[src/rtl/presence_pkg.sv]
package presence_pkg;
    localparam int BYTE_W = 8;
    typedef logic [BYTE_W-1:0] pbyte_t;
endpackage

[src/rtl/presence_id_decode.sv]
module presence_id_decode #(
    parameter int NUM_CPUS = 256,
    parameter int ID_W     = 8
) (
    input  logic                valid,
    input  logic [ID_W-1:0]     id,
    output logic [NUM_CPUS-1:0] mask,
    output logic                hit
);
    // a request counts only when its number falls inside the map
    assign hit = valid && (int'(id) < NUM_CPUS);

    for (genvar i = 0; i < NUM_CPUS; i++) begin : g_bit
        assign mask[i] = hit && (int'(id) == i);
    end
endmodule

[src/rtl/presence_byte_mux.sv]
module presence_byte_mux
    import presence_pkg::*;
#(
    parameter int NUM_BYTES = 32,
    localparam int SEL_W    = $clog2(NUM_BYTES)
) (
    input  logic [NUM_BYTES*BYTE_W-1:0] map,
    input  logic [SEL_W-1:0]            sel,
    output pbyte_t                      byte_o
);
    pbyte_t lanes [NUM_BYTES];

    for (genvar g = 0; g < NUM_BYTES; g++) begin : g_lane
        assign lanes[g] = map[g*BYTE_W +: BYTE_W];
    end

    assign byte_o = lanes[sel];
endmodule

[src/rtl/cpu_presence_map.sv]
module cpu_presence_map
    import presence_pkg::*;
#(
    parameter int NUM_BYTES = 32,
    parameter int ID_W      = 8,
    localparam int NUM_CPUS = NUM_BYTES * BYTE_W,
    localparam int ADDR_W   = $clog2(NUM_BYTES)
) (
    input  logic                clk,
    input  logic                rst_n,
    input  logic [NUM_CPUS-1:0] init_present,
    input  logic                plug_valid,
    input  logic [ID_W-1:0]     plug_id,
    input  logic                unplug_valid,
    input  logic [ID_W-1:0]     unplug_id,
    input  logic                rd_en,
    input  logic                wr_en,
    input  logic                acc_wide,
    input  logic [ADDR_W-1:0]   win_addr,
    input  logic [BYTE_W-1:0]   wr_data,
    output logic [BYTE_W-1:0]   rd_data,
    output logic                cpu_evt_pulse
);
    localparam int N_SRC = 2;   // index 0: plug, index 1: unplug

    typedef struct packed {
        logic [NUM_CPUS-1:0] map;
        pbyte_t              rdata;
        logic                evt;
    } state_t;

    state_t s_d, s_q;

    logic                valid_v [N_SRC];
    logic [ID_W-1:0]     id_v    [N_SRC];
    logic [NUM_CPUS-1:0] mask_v  [N_SRC];
    logic                hit_v   [N_SRC];
    pbyte_t              win_byte;

    // window writes are accepted and thrown away
    logic wr_ignore_unused;
    assign wr_ignore_unused = ^{wr_en, wr_data};

    assign valid_v[0] = plug_valid;
    assign id_v[0]    = plug_id;
    assign valid_v[1] = unplug_valid;
    assign id_v[1]    = unplug_id;

    for (genvar s = 0; s < N_SRC; s++) begin : g_src
        presence_id_decode #(
            .NUM_CPUS (NUM_CPUS),
            .ID_W     (ID_W)
        ) u_dec (
            .valid (valid_v[s]),
            .id    (id_v[s]),
            .mask  (mask_v[s]),
            .hit   (hit_v[s])
        );
    end

    presence_byte_mux #(
        .NUM_BYTES (NUM_BYTES)
    ) u_mux (
        .map    (s_q.map),
        .sel    (win_addr),
        .byte_o (win_byte)
    );

    always_comb begin
        s_d     = s_q;
        // clear first, then set: plug wins on a shared number
        s_d.map = (s_q.map & ~mask_v[1]) | mask_v[0];
        s_d.evt = hit_v[0] | hit_v[1];
        if (rd_en) begin
            s_d.rdata = acc_wide ? '0 : win_byte;
        end
    end

    always_ff @(posedge clk) begin
        if (!rst_n) begin
            s_q.map   <= init_present;
            s_q.rdata <= '0;
            s_q.evt   <= 1'b0;
        end else begin
            s_q <= s_d;
        end
    end

    assign rd_data       = s_q.rdata;
    assign cpu_evt_pulse = s_q.evt;
endmodule

[config.mk]
export PLATFORM = sky130hd
export DESIGN_NAME = cpu_presence_map
export DESIGN_NICKNAME = d
export VERILOG_FILES = /design/src/rtl/presence_pkg.sv /design/src/rtl/presence_id_decode.sv /design/src/rtl/presence_byte_mux.sv /design/src/rtl/cpu_presence_map.sv
export SDC_FILE = /design/constraint.sdc
export NUM_CORES = 1
export LEC_CHECK = 0
export CORE_AREA = 3 3 251 204
export DETAILED_ROUTE_END_ITERATION = 8
export DIE_AREA = 0 0 254 207
export DONT_BUFFER_PORTS = 1
export PLACE_DENSITY_LB_ADDON = 0.12
export SETUP_SLACK_MARGIN = 0.2
export SKIP_LAST_GASP = 1
export SYNTH_ARGS = -nofsm -noshare
export SYNTH_HDL_FRONTEND = slang
export SYNTH_SLANG_ARGS = --single-unit
[constraint.sdc]
create_clock -name clk -period 1.9 [get_ports clk]
set_input_delay 0.38 -clock clk [delete_from_list [all_inputs] [get_ports clk]]
set_output_delay 0.38 -clock clk [all_outputs]
set_load 0.02 [all_outputs]
### After elaboration in Yosys (flattened, before gate mapping)

Cells that the tools add are included.

* register bits after elaboration: 265
* word-level logic and storage cells: 1039

* $lt $le $gt $ge: 1
* equal/unequal tests: 510
* muxes and demuxes: 6
* bitwise operators: 5
* reductions and logical operators: 514

Operators with widths (number)
* 8-bit equality test, second input constant: 256
* 8-bit by 7-bit equality test with 1-bit output, second input constant: 128
* 8-bit by 6-bit equality test with 1-bit output, second input constant: 64
* 1-bit logical AND: 512
* 265-bit two-way mux: 1
* 256-bit AND: 1
* 8-bit by 5-bit equality test with 1-bit output, second input constant: 32
* 256-bit inverter: 1
* 256-bit OR: 1
* 8-bit by 4-bit equality test with 1-bit output, second input constant: 16
* 8-bit by 3-bit equality test with 1-bit output, second input constant: 8
* 8-bit binary-select mux with 5-bit select: 1
* 8-bit by 2-bit equality test with 1-bit output, second input constant: 4
* 8-bit two-way mux: 4
* 8-bit by 1-bit equality test with 1-bit output, second input constant: 2
* 8-bit zero test: 2
* 6-bit >= comparator, second input constant: 1
* 5-bit inverter with 6-bit output: 1
* 1-bit OR: 1

### Logic depth before layout (Yosys ltp)

Gate-level depths: netlist of the first run.

* depth in word-level cells: 7
* depth in mapped cells: 8

### Cells and area by module

From an unflattened synthesis of the first run, not the netlist that was laid out.

* cell total of the unflattened synthesis: 2264
* area total of the unflattened synthesis: 17455.5 um^2

By module, submodules not included
* cpu_presence_map: times used 1, cells each 1381, area an instance 11089.4 um^2, seq. area each 5305.1 um^2
* presence_id_decode: times used 2, cells each 388, area an instance 2185.8 um^2, seq. area each 0.0 um^2
* presence_byte_mux: times used 1, cells each 107, area an instance 1994.4 um^2, seq. area each 0.0 um^2

### Worst setup path before layout of the first run

OpenSTA, ideal clock, no wires.

* path kind: input to register
* start: input unplug_id[4]
* end: register s_q[48] (netlist name)
* library setup time: 0.132 ns
* arrival: 1.725 ns
* setup slack: 0.043 ns
* stages: 7
* cells stage by stage: buf_2 -> buf_4 -> nor4b_2 -> buf_2 -> nand3_1 -> a22oi_1 -> a21oi_1

* cells in the longest elaborated chain, start to end: 6

Ends and longest elaborated chain
* start: declaration: RTL line cpu_presence_map.sv:15 `input logic [ID_W-1:0] unplug_id,`
* 8-bit by 7-bit equality test with 1-bit output: RTL line presence_id_decode.sv:14 `assign mask[i] = hit && (int'(id) == i);`
* 1-bit logical AND: RTL line presence_id_decode.sv:14
* 256-bit inverter: RTL line cpu_presence_map.sv:72 `s_d.map = (s_q.map & ~mask_v[1]) | mask_v[0];`
* 256-bit AND: RTL line cpu_presence_map.sv:72
* 256-bit OR: RTL line cpu_presence_map.sv:72
* 265-bit two-way mux: RTL line cpu_presence_map.sv:80 `if (!rst_n) begin`

Every way passes these cells.
A chain may end at the register's enable or synchronous reset.

### Worst setup path in the final report of the first run

* start: register s_q[225] (netlist name)
* end: register s_q (netlist bit rd_data[0])

* cells in the longest elaborated chain, start to end: 4

Ends and longest elaborated chain
* 8-bit binary-select mux with 5-bit select: RTL line presence_byte_mux.sv:17 `assign byte_o = lanes[sel];`
* 8-bit two-way mux (not written as such) (2 in series): RTL line presence_byte_mux.sv:17
* 8-bit two-way mux: RTL line cpu_presence_map.sv:75 `s_d.rdata = acc_wide ? '0 : win_byte;`
* end: declaration: RTL line cpu_presence_map.sv:32 `state_t s_d, s_q;`

Every way passes these cells. The select of a mux whose other input is x is not followed.

==> metrics, run 1 <==
outcome finished clean; FILL cells 5046; CP startpoint s_q[225]; Max VDD drop 0.4563 mV; largest net degree at the start of global routing 491; Setup crit end rd_data[0]; Period Utilization, post-route 0.8739; Worst Setup Start Kind flop; hpwl dp 46710 µm; CTS buffer count 34; Largest delay share family, worst path multiplexers; most frequent cell after synthesis nor2_1; Initial Util 0.2965; largest family of logic cells by synthesized area compound AO/OA/AOI/OAI gates; total grt overflow 0; Worst EP required 2.31 ns; Area Overhead vs Synth 26.44%; Synth warnings 0; Placer Congestion 0.8687; RR Endpoint rd_data[0]; Post-synth EDFFs 0; Slowest-stage cell, CP mux4_2; asr flop ratio synth 0; number of cells on the critical path 4; most instantiated cells after synthesis nor2_1 (268), dfxtp_1 (265), a22oi_1 (256); R2R Setup Slk 0.24 ns; fin. max-slew vios 0; wire per inst 27.37 µm; Netlist cell types 42; synthesized cell area 0.01457 mm²; worst-skew pair later-pin latency 0.54 ns; CTS max path bufs 3; die width 254 µm; total negative slack 0 ns; # diodes 0; mux share of post-synthesis cell area 0.1008; FF-to-FF path depth 4; first-pass GRT wire length 100100 µm; Synth area leaders dfxtp_1 (36%), a22oi_1 (13%), a21oi_1 (8.2%); CTS tree yes; Critical R2R Launch s_q[225]; Crit. End Element flop; Post-Synth Simple-Gate Area 0.2102; Critical path buffers and inverters 0; hold crit path type in2reg; clock sink count 265; CP cell instances mux4_2 -> mux2_4 -> a2111oi_4 -> nor4_1; RSZ-0062 raised after global routing true; Root Buffer clkbuf_16; Syn Nets 2078; area share of fa/ha/maj cells after synthesis 0; top-area cell type share of the netlist area 0.3641; Detailed Route WL 69540 µm; via/cell ratio 5.995; final worst path period need 1.660 ns; via count 15230; ys flop type dfxtp_1; crit-path max cell delay 0.53 ns; worst clock skew 0.01235 ns; xor/xnor cell area share of the yosys netlist 0; number of routed nets with antenna violations 0; # rows 73; leading area contributor after synthesis dfxtp_1; die height 207 µm; Max FO, Critical Path 2; Arrival @ worst endpoint 2.07 ns; Reg clk slew, reported paths 0.06 ns; sequential area share after synthesis 0.3641; fin nets 2172; area of the die 0.05258 mm²; # DRC 0; post-route cell area 0.01842 mm²; Starting DRT DRC Count 1651; compound-gate portion of the synthesized area 0.2621; vias in the first global route 14670; fraction of final layout cells sized beyond drive strength 1 0.1266; drt pass-1 iters 5; dpl cell area 0.01555 mm²; Final Hold Slack 0.01533 ns; port buffer count 0; Fin. Hold Viols 0; Std-Cell Core Area 0.04914 mm²; Achievable Freq 602.2 MHz; Max Cap Violations 0; Slew headroom 0.2747; measured slew at the worst slew-check pin 1.084 ns; initial antenna violation count 1; Pwr Total 15.37 mW; Finished Core Util 0.3749; Global Route Usage Sum 0.2539; Mean Syn Cell Area 8.158 µm²; H-tree depth 2; Seq cells post-synth 265; crit path kind reg2reg; Setup violations, final 0; Power Dens Cells 834.2 mW/mm²; leakage power total 7.104 nW; io pins 301; Mapped Cells 1786
==> worst register-to-register path, delay by kind of cell, from the launching register on <==
family | cells | cell delay, ns
flops | 1 | 0.31
mux | 2 | 0.87
simple gates | 1 | 0.07
compound gates | 1 | 0.29
==> kinds of logic (layout without fill, tap and decap cells) <==
family	Yosys count	in the layout
compound gates	586	586
buf+inv	213	331
flops	265	265
mux	96	96
simple gates	626	626
==> registers in the layout, summed over array words and instances, names as in the netlist <==
name / count
cpu_evt_pulse: 1
s_q: 256
rd_data: 8
==> cells in the final DEF (no fill, tap or decap), drive strengths merged, types with 8 or more instances in the layout <==
master / synthesis / final
nor2: 268 / 268
dfxtp: 265 / 265
a22oi: 256 / 256
a21oi: 240 / 240
nand3: 232 / 232
dlygate4sd3: 0 / 175
buf: 77 / 96
clkbuf: 136 / 52
mux2i: 50 / 50
mux4: 40 / 40
nor2b: 27 / 27
nand2b: 17 / 17
nand4: 17 / 17
o21a: 17 / 17
o41ai: 16 / 16
o211ai: 16 / 16
a2111oi: 14 / 14
and2: 10 / 10
nor4: 10 / 10
nor3: 10 / 10
o21ai: 8 / 8
a211oi: 8 / 8
clkinv: 0 / 8
==> stage by stage <==
step | std cells | setup slack (ns)
2_1_floorplan | 1786 | 0.1574
3_3_place_gp | 2306 | 0.09008
3_5_place_dp | 2306 | 0.1033
4_1_cts | 2541 | 0.2214
5_1_grt | 2541 | 0.1989
6_report | 2541 | 0.2395
==> what timing repair did <==
item,in CTS,in global routing
hold buffers,175,0
endpoints found under the setup margin,0,2
setup buffers,0,0
resized for setup,0,4
endpoints found under the hold margin,178,0
==> report_power, final <==
group          internal, mW  switching (mW)  leakage, nW
registers              6.10           0.323         2.23
clock network          3.81            2.61        0.547
logic                  1.24            1.29         4.33
total                  11.2            4.22         7.10
==> how the worst min path moves through the flow <==
stage / startpoint / end / slack, ns / cells after the start
CTS: init_present[146] / s_q[155] / 0.00003 / 2
global placement: unplug_valid / cpu_evt_pulse / 0.49 / 1
global route: init_present[113] / s_q[122] / 0.009 / 2
detailed placement: init_present[224] / s_q[233] / 0.49 / 1
floorplan: unplug_valid / cpu_evt_pulse / 0.49 / 1
finish: init_present[4] / s_q[13] / 0.02 / 2
==> metal layers <==
metal,wire length [µm],track usage
met2,30890,0.3881
met4,2134,0.08202
met1,31110,0.3640
met3,5410,0.04130
met5,0,0
==> layout make-up <==
class / count / area, µm² / share of cell area
multi-input cells: 1308 / 8643 / 0.4692
repair buffers: 271 / 2585 / 0.1403
well taps: 637 / 797.0 / 0.04326
flip-flops and latches: 265 / 5305 / 0.2880
clock inverters: 8 / 40.04 / 0.002173
clock buffers: 52 / 1052 / 0.05712
Power figures use the tool's default switching activity.
==> inputs of run 2 (changes only) <==
--- a/config.mk
+++ b/config.mk
@@ -9,6 +9,7 @@
 export DETAILED_ROUTE_END_ITERATION = 8
 export DIE_AREA = 0 0 254 207
 export DONT_BUFFER_PORTS = 1
+export MAX_ROUTING_LAYER = met4
 export PLACE_DENSITY_LB_ADDON = 0.12
 export SETUP_SLACK_MARGIN = 0.2
 export SKIP_LAST_GASP = 1
==> metrics, run 2 (same netlist as run 1, synthesis figures left out) <==
outcome complete, but fails checks; failing checks slew limit; via/cell ratio 5.853; Finished Core Util 0.3984; Power Dens Cells 793.3 mW/mm²; Worst EP required 2.36 ns; Largest delay share family, worst path buffers and inverters; Starting DRT DRC Count 1895; CP cell instances nor2_1 -> a21oi_1 -> dlygate4sd3_1; R2R Setup Slk 0.21 ns; sequential fraction of design power 0.413; RR Endpoint rd_data[6]; area of the die 0.05258 mm²; worst clock skew 0.006310 ns; FILL cells 4948; CTS buffer count 30; largest net degree at the start of global routing 446; internal power 11.31 mW; initial antenna violation count 1; Hold Path Cell Cnt 2; most flop-heavy register s_q; Setup crit end s_q[189]; port buffer count 0; Setup violations, final 0; placed insts 2308; fin nets 2284; leakage power total 7.557 nW; H-tree depth 1; number of routed nets with antenna violations 0; CP startpoint rst_n; via count 15530; max reg flops 256; most frequent cells in the layout dlygate4sd3_1 (288), nor2_1 (266), dfxtp_1 (265); Critical path buffers and inverters 1; Critical R2R Launch s_q[207]; drt pass-1 iters 5; die width 254 µm; final non-filler cell total 2653; final worst path period need 1.889 ns; Worst Setup Start Kind primary input; Fin. Hold Viols 0; measured slew at the worst slew-check pin 1.613 ns; Max VDD drop 0.6669 mV; # DRC 0; commonest non-fill, non-tap cell in the layout dlygate4sd3_1; number of cells on the critical path 3; Crit. End Element flop; multi-input logic area 0.008655 mm²; Slowest-stage cell, CP dlygate4sd3_1; Initial Util 0.2965; CTS max path bufs 3; hpwl dp 47100 µm; die height 207 µm; # diodes 0; Area Overhead vs Synth 34.36%; Post-CTS Setup Repair Bufs 0; Slew headroom -0.07532; switch share 0.2716; Root Buffer clkbuf_16; Reg clk slew, reported paths 0.06 ns; Period Utilization, post-route 0.9943; Max FO, Critical Path 445; first-pass GRT wire length 103000 µm; crit-path max cell delay 0.63 ns; crit path kind in2reg; worst-skew pair later-pin latency 0.57 ns; Global Route Usage Sum 0.2670; hold crit path type in2reg; FF-to-FF path depth 4; clock sink count 265; fraction of final layout cells sized beyond drive strength 1 0.1230; fin. max-slew vios 124; io pins 301; Placer Congestion 0.8896; combinational power share 0.180; vias in the first global route 15170; Std-Cell Core Area 0.04914 mm²; Final Hold Slack 0.01928 ns; total negative slack 0 ns; CTS tree yes; Arrival @ worst endpoint 2.35 ns; Clock power frac 0.407; # rows 73; Achievable Freq 529.3 MHz; wire per inst 26.86 µm; Max Cap Violations 0; P_sw 4.219 mW; Sequential Area 0.005305 mm²; Detailed Route WL 71260 µm; total grt overflow 0; RSZ-0062 raised after global routing true
-- run 2: changes by cell type in the layout (fill, tap and decap cells not counted), sizes merged --
cell and change:
clkinvlp +2, dlygate4sd3 +113, bufinv +2, clkinv -5
buf +3, clkbuf -3
-- run 2: per-stage QoR --
step / setup slack (ns) / total power, mW / area [µm²]
finish: 0.01078 / 15.53 / 19580
global route: 0.1604 / 16.07 / 19580
CTS: 0.2247 / 15.56 / 19530
detailed placement: -0.1348 / 8.683 / 15550
global placement: -0.07878 / 8.667 / 15550
floorplan: 0.1574 / 8.162 / 14850
-- run 2: power by group through the flow --
stage	combinational, mW	sequential, mW	clock (mW)
2_1_floorplan	1.76	6.40	0
3_3_place_gp	2.16	6.51	0
3_5_place_dp	2.17	6.51	0
4_1_cts	2.74	6.39	6.42
5_1_grt	2.97	6.46	6.64
6_report	2.79	6.41	6.33
-- run 2: what timing repair did --
action,in CTS,in global routing
setup endpoints to repair,0,13
hold buffers,289,0
hold endpoints to repair,255,0
gates resized for setup,0,7
-- run 2: layer usage --
layer	vias to the layer above	GRT usage	share of wire
met1	7678	0.3716	0.45
met2	683	0.4123	0.46
met4	0	0.05810	0.024
li1	7088	-	-
met3	80	0.03716	0.072
met5	-	-	0
-- run 2: worst min-delay path by stage --
stage,startpoint,endpoint,slack [ns]
final,init_present[100],s_q[109],0.02
after global routing,init_present[171],s_q[180],0.02
after CTS,rst_n,s_q[190],0.001
after detailed placement,init_present[227],s_q[236],0.49
after global placement,unplug_valid,cpu_evt_pulse,0.49
after floorplan,unplug_valid,cpu_evt_pulse,0.49
-- run 2: area by class of cell --
cell class	instances	share of cell area
repair buffers	387	0.1914
well taps	637	0.04071
clock buffers	49	0.05024
clock inverters	7	0.004602
multi-input cells	1308	0.4421
flip-flops and latches	265	0.2710
==> inputs of run 3 (changes only) <==
--- a/config.mk
+++ b/config.mk
@@ -5,9 +5,10 @@
 export SDC_FILE = /design/constraint.sdc
 export NUM_CORES = 1
 export LEC_CHECK = 0
-export CORE_AREA = 3 3 251 204
+export CORE_AREA = 3 3 274 222
+export CTS_BUF_LIST = sky130_fd_sc_hd__clkbuf_16
 export DETAILED_ROUTE_END_ITERATION = 8
-export DIE_AREA = 0 0 254 207
+export DIE_AREA = 0 0 277 225
 export DONT_BUFFER_PORTS = 1
 export MAX_ROUTING_LAYER = met4
 export PLACE_DENSITY_LB_ADDON = 0.12
@@ -15,4 +16,5 @@
 export SKIP_LAST_GASP = 1
 export SYNTH_ARGS = -nofsm -noshare
 export SYNTH_HDL_FRONTEND = slang
+export SYNTH_HIERARCHICAL = 1
 export SYNTH_SLANG_ARGS = --single-unit
==> metrics, run 3 <==
outcome complete, but fails checks; failing checks slew limit, setup timing; CP cell instances mux4_2 -> mux4_2 -> mux2_4 -> nand2b_1 -> o21ai_1; die height 225 µm; fin nets 2395; via/cell ratio 5.564; number of routed nets with antenna violations 0; drt pass-1 iters 5; synthesized cell area 0.01746 mm²; first-pass GRT wire length 113100 µm; Slew headroom -0.03635; total grt overflow 0; Power Dens Cells 810.0 mW/mm²; via count 16130; Mean Syn Cell Area 7.710 µm²; vias in the first global route 15480; RSZ-0062 raised after global routing true; FILL cells 6216; hold crit path type in2reg; # rows 79; Achievable Freq 507.3 MHz; Synth area leaders dfxtp_1 (30%), nor3_1 (14%), mux4_2 (10%); Detailed Route WL 79150 µm; Syn Nets 2556; ys flop type dfxtp_1; wire per inst 27.30 µm; Global Route Usage Sum 0.2515; port buffer count 0; leading area contributor after synthesis dfxtp_1; Fin. Hold Viols 0; clock sink count 265; Netlist cell types 30; R2R Setup Slk -0.07 ns; CTS tree yes; Critical path buffers and inverters 0; FF-to-FF path depth 5; Reg clk slew, reported paths 0.06 ns; Finished Core Util 0.3243; most instantiated cells after synthesis nor3_1 (472), nand2b_1 (270), dfxtp_1 (265); Post-synth EDFFs 0; hold path start init_present[146]; Hold Path Cell Cnt 2; largest net degree at the start of global routing 496; initial antenna violation count 2; Root Buffer clkbuf_16; total negative slack -0.2794 ns; most frequent cells in the layout nor3_1 (472), inv_1 (266), nand2b_1 (266); RR Endpoint rd_data[2]; measured slew at the worst slew-check pin 1.555 ns; CTS max path bufs 3; worst-skew pair later-pin latency 0.54 ns; cell mode on critical path mux4_2; Pwr Total 15.27 mW; Std-Cell Core Area 0.05812 mm²; Worst EP required 2.30 ns; crit path kind reg2reg; leakage power total 5.952 nW; worst clock skew 0.01969 ns; Max VDD drop 0.6106 mV; Slowest-stage cell, CP mux4_2; die width 277 µm; Crit. End Element flop; Largest delay share family, worst path multiplexers; CTS buffer count 35; Critical R2R Launch s_q[203]; post-route cell area 0.01885 mm²; fin. max-slew vios 76; Seq cells post-synth 265; commonest non-fill, non-tap cell in the layout nor3_1; Post-CTS Setup Repair Bufs 0; Max FO, Critical Path 2; fraction of final layout cells sized beyond drive strength 1 0.1269; dpl cell area 0.01755 mm²; H-tree depth 2; hpwl dp 52730 µm; io pins 301; Placer Congestion 0.8383; Starting DRT DRC Count 1374; top-area cell type share of the netlist area 0.3039; # DRC 0; crit-path max cell delay 0.58 ns; Initial Util 0.3003; asr flop ratio synth 0; placed insts 2819; max reg flops 256; Synth warnings 6; Worst Setup Start Kind flop; sequential area share after synthesis 0.3039; Final WS setup -0.07108 ns; Setup violations, final 6; final non-filler cell total 2899; Max Cap Violations 0; final worst path period need 1.971 ns; Mapped Cells 2264; Period Utilization, post-route 1.037; Arrival @ worst endpoint 2.37 ns; most flop-heavy register s_q; Area Overhead vs Synth 7.992%; area of the die 0.06233 mm²; most frequent cell after synthesis nor3_1; WHS Endpoint s_q[155]
==> run 3: changes by cell type after synthesis, moves of 40 or more <==
cell and delta:
a31oi_1 +256, mux4_2 +40, mux2i_1 -50, nor3_1 +468, nand3_1 -230, a22oi_1 -256
a21oi_1 -240, inv_1 +258, nand2b_1 +253
==> run 3: area by class of cell <==
| type | count | area [µm²] | share of cell area |
|---|---|---|---|
| repair buffers | 67 | 720.7 | 0.03823 |
| multi-input cells | 1476 | 9786 | 0.5191 |
| clock buffers | 35 | 875.8 | 0.04646 |
| clock inverters | 27 | 198.9 | 0.01055 |
| inverters | 258 | 968.4 | 0.05137 |
| well taps | 769 | 962.2 | 0.05104 |
| diodes | 2 | 5.005 | 0.0002655 |
| flip-flops and latches | 265 | 5334 | 0.2830 |
==> run 3: through the flow <==
stage	hold WS, ns	worst slack [ns]
CTS	0.0004742	-0.06888
finish	0.01776	-0.07108
global placement	0.4777	-0.2435
detailed placement	0.4816	-0.2405
floorplan	0.4491	-0.2005
global route	0.003620	-0.1048
==> run 3: worst max-delay path by stage <==
stage | startpoint | to | slack (ns) | cells after the start
6_report | s_q[203] | rd_data[2] | -0.07 | 5
5_1_grt | s_q[76] | rd_data[3] | -0.10 | 5
4_1_cts | s_q[203] | rd_data[2] | -0.07 | 5
3_5_place_dp | win_addr[1] | rd_data[2] | -0.24 | 5
3_3_place_gp | win_addr[1] | rd_data[2] | -0.24 | 5
2_1_floorplan | win_addr[1] | rd_data[6] | -0.20 | 7
==> run 3: where the power goes <==
| group | internal [mW] | switching (mW) | total, mW |
|---|---|---|---|
| Combinational | 1.00 | 1.24 | 2.24 |
| Sequential | 6.11 | 0.467 | 6.58 |
| Clock | 3.75 | 2.70 | 6.45 |
==> run 3: routing by layer <==
metal / GRT usage / routed length [µm]
met2: 0.3878 / 35850
met1: 0.3315 / 34680
met3: 0.05334 / 6034
met4: 0.07673 / 2592
met5: - / 0
==> run 3: logic make-up (layout without fill, tap and decap cells) <==
family / count (synthesis) / in the layout / share of synthesized area
AOI/OAI and AO/OA: 265 / 265 / 0.09447
DFF: 265 / 265 / 0.3039
buffers and inverters: 523 / 387 / 0.1386
muxes: 88 / 88 / 0.1084
and+or+nand+nor: 1123 / 1123 / 0.3546
other: 0 / 2 / 0
==> run 3: what timing repair did <==
item,in CTS,in global routing
endpoints found under the setup margin,8,15
resized for setup,21,11
hold buffers,16,0
hold endpoints to repair,35,0
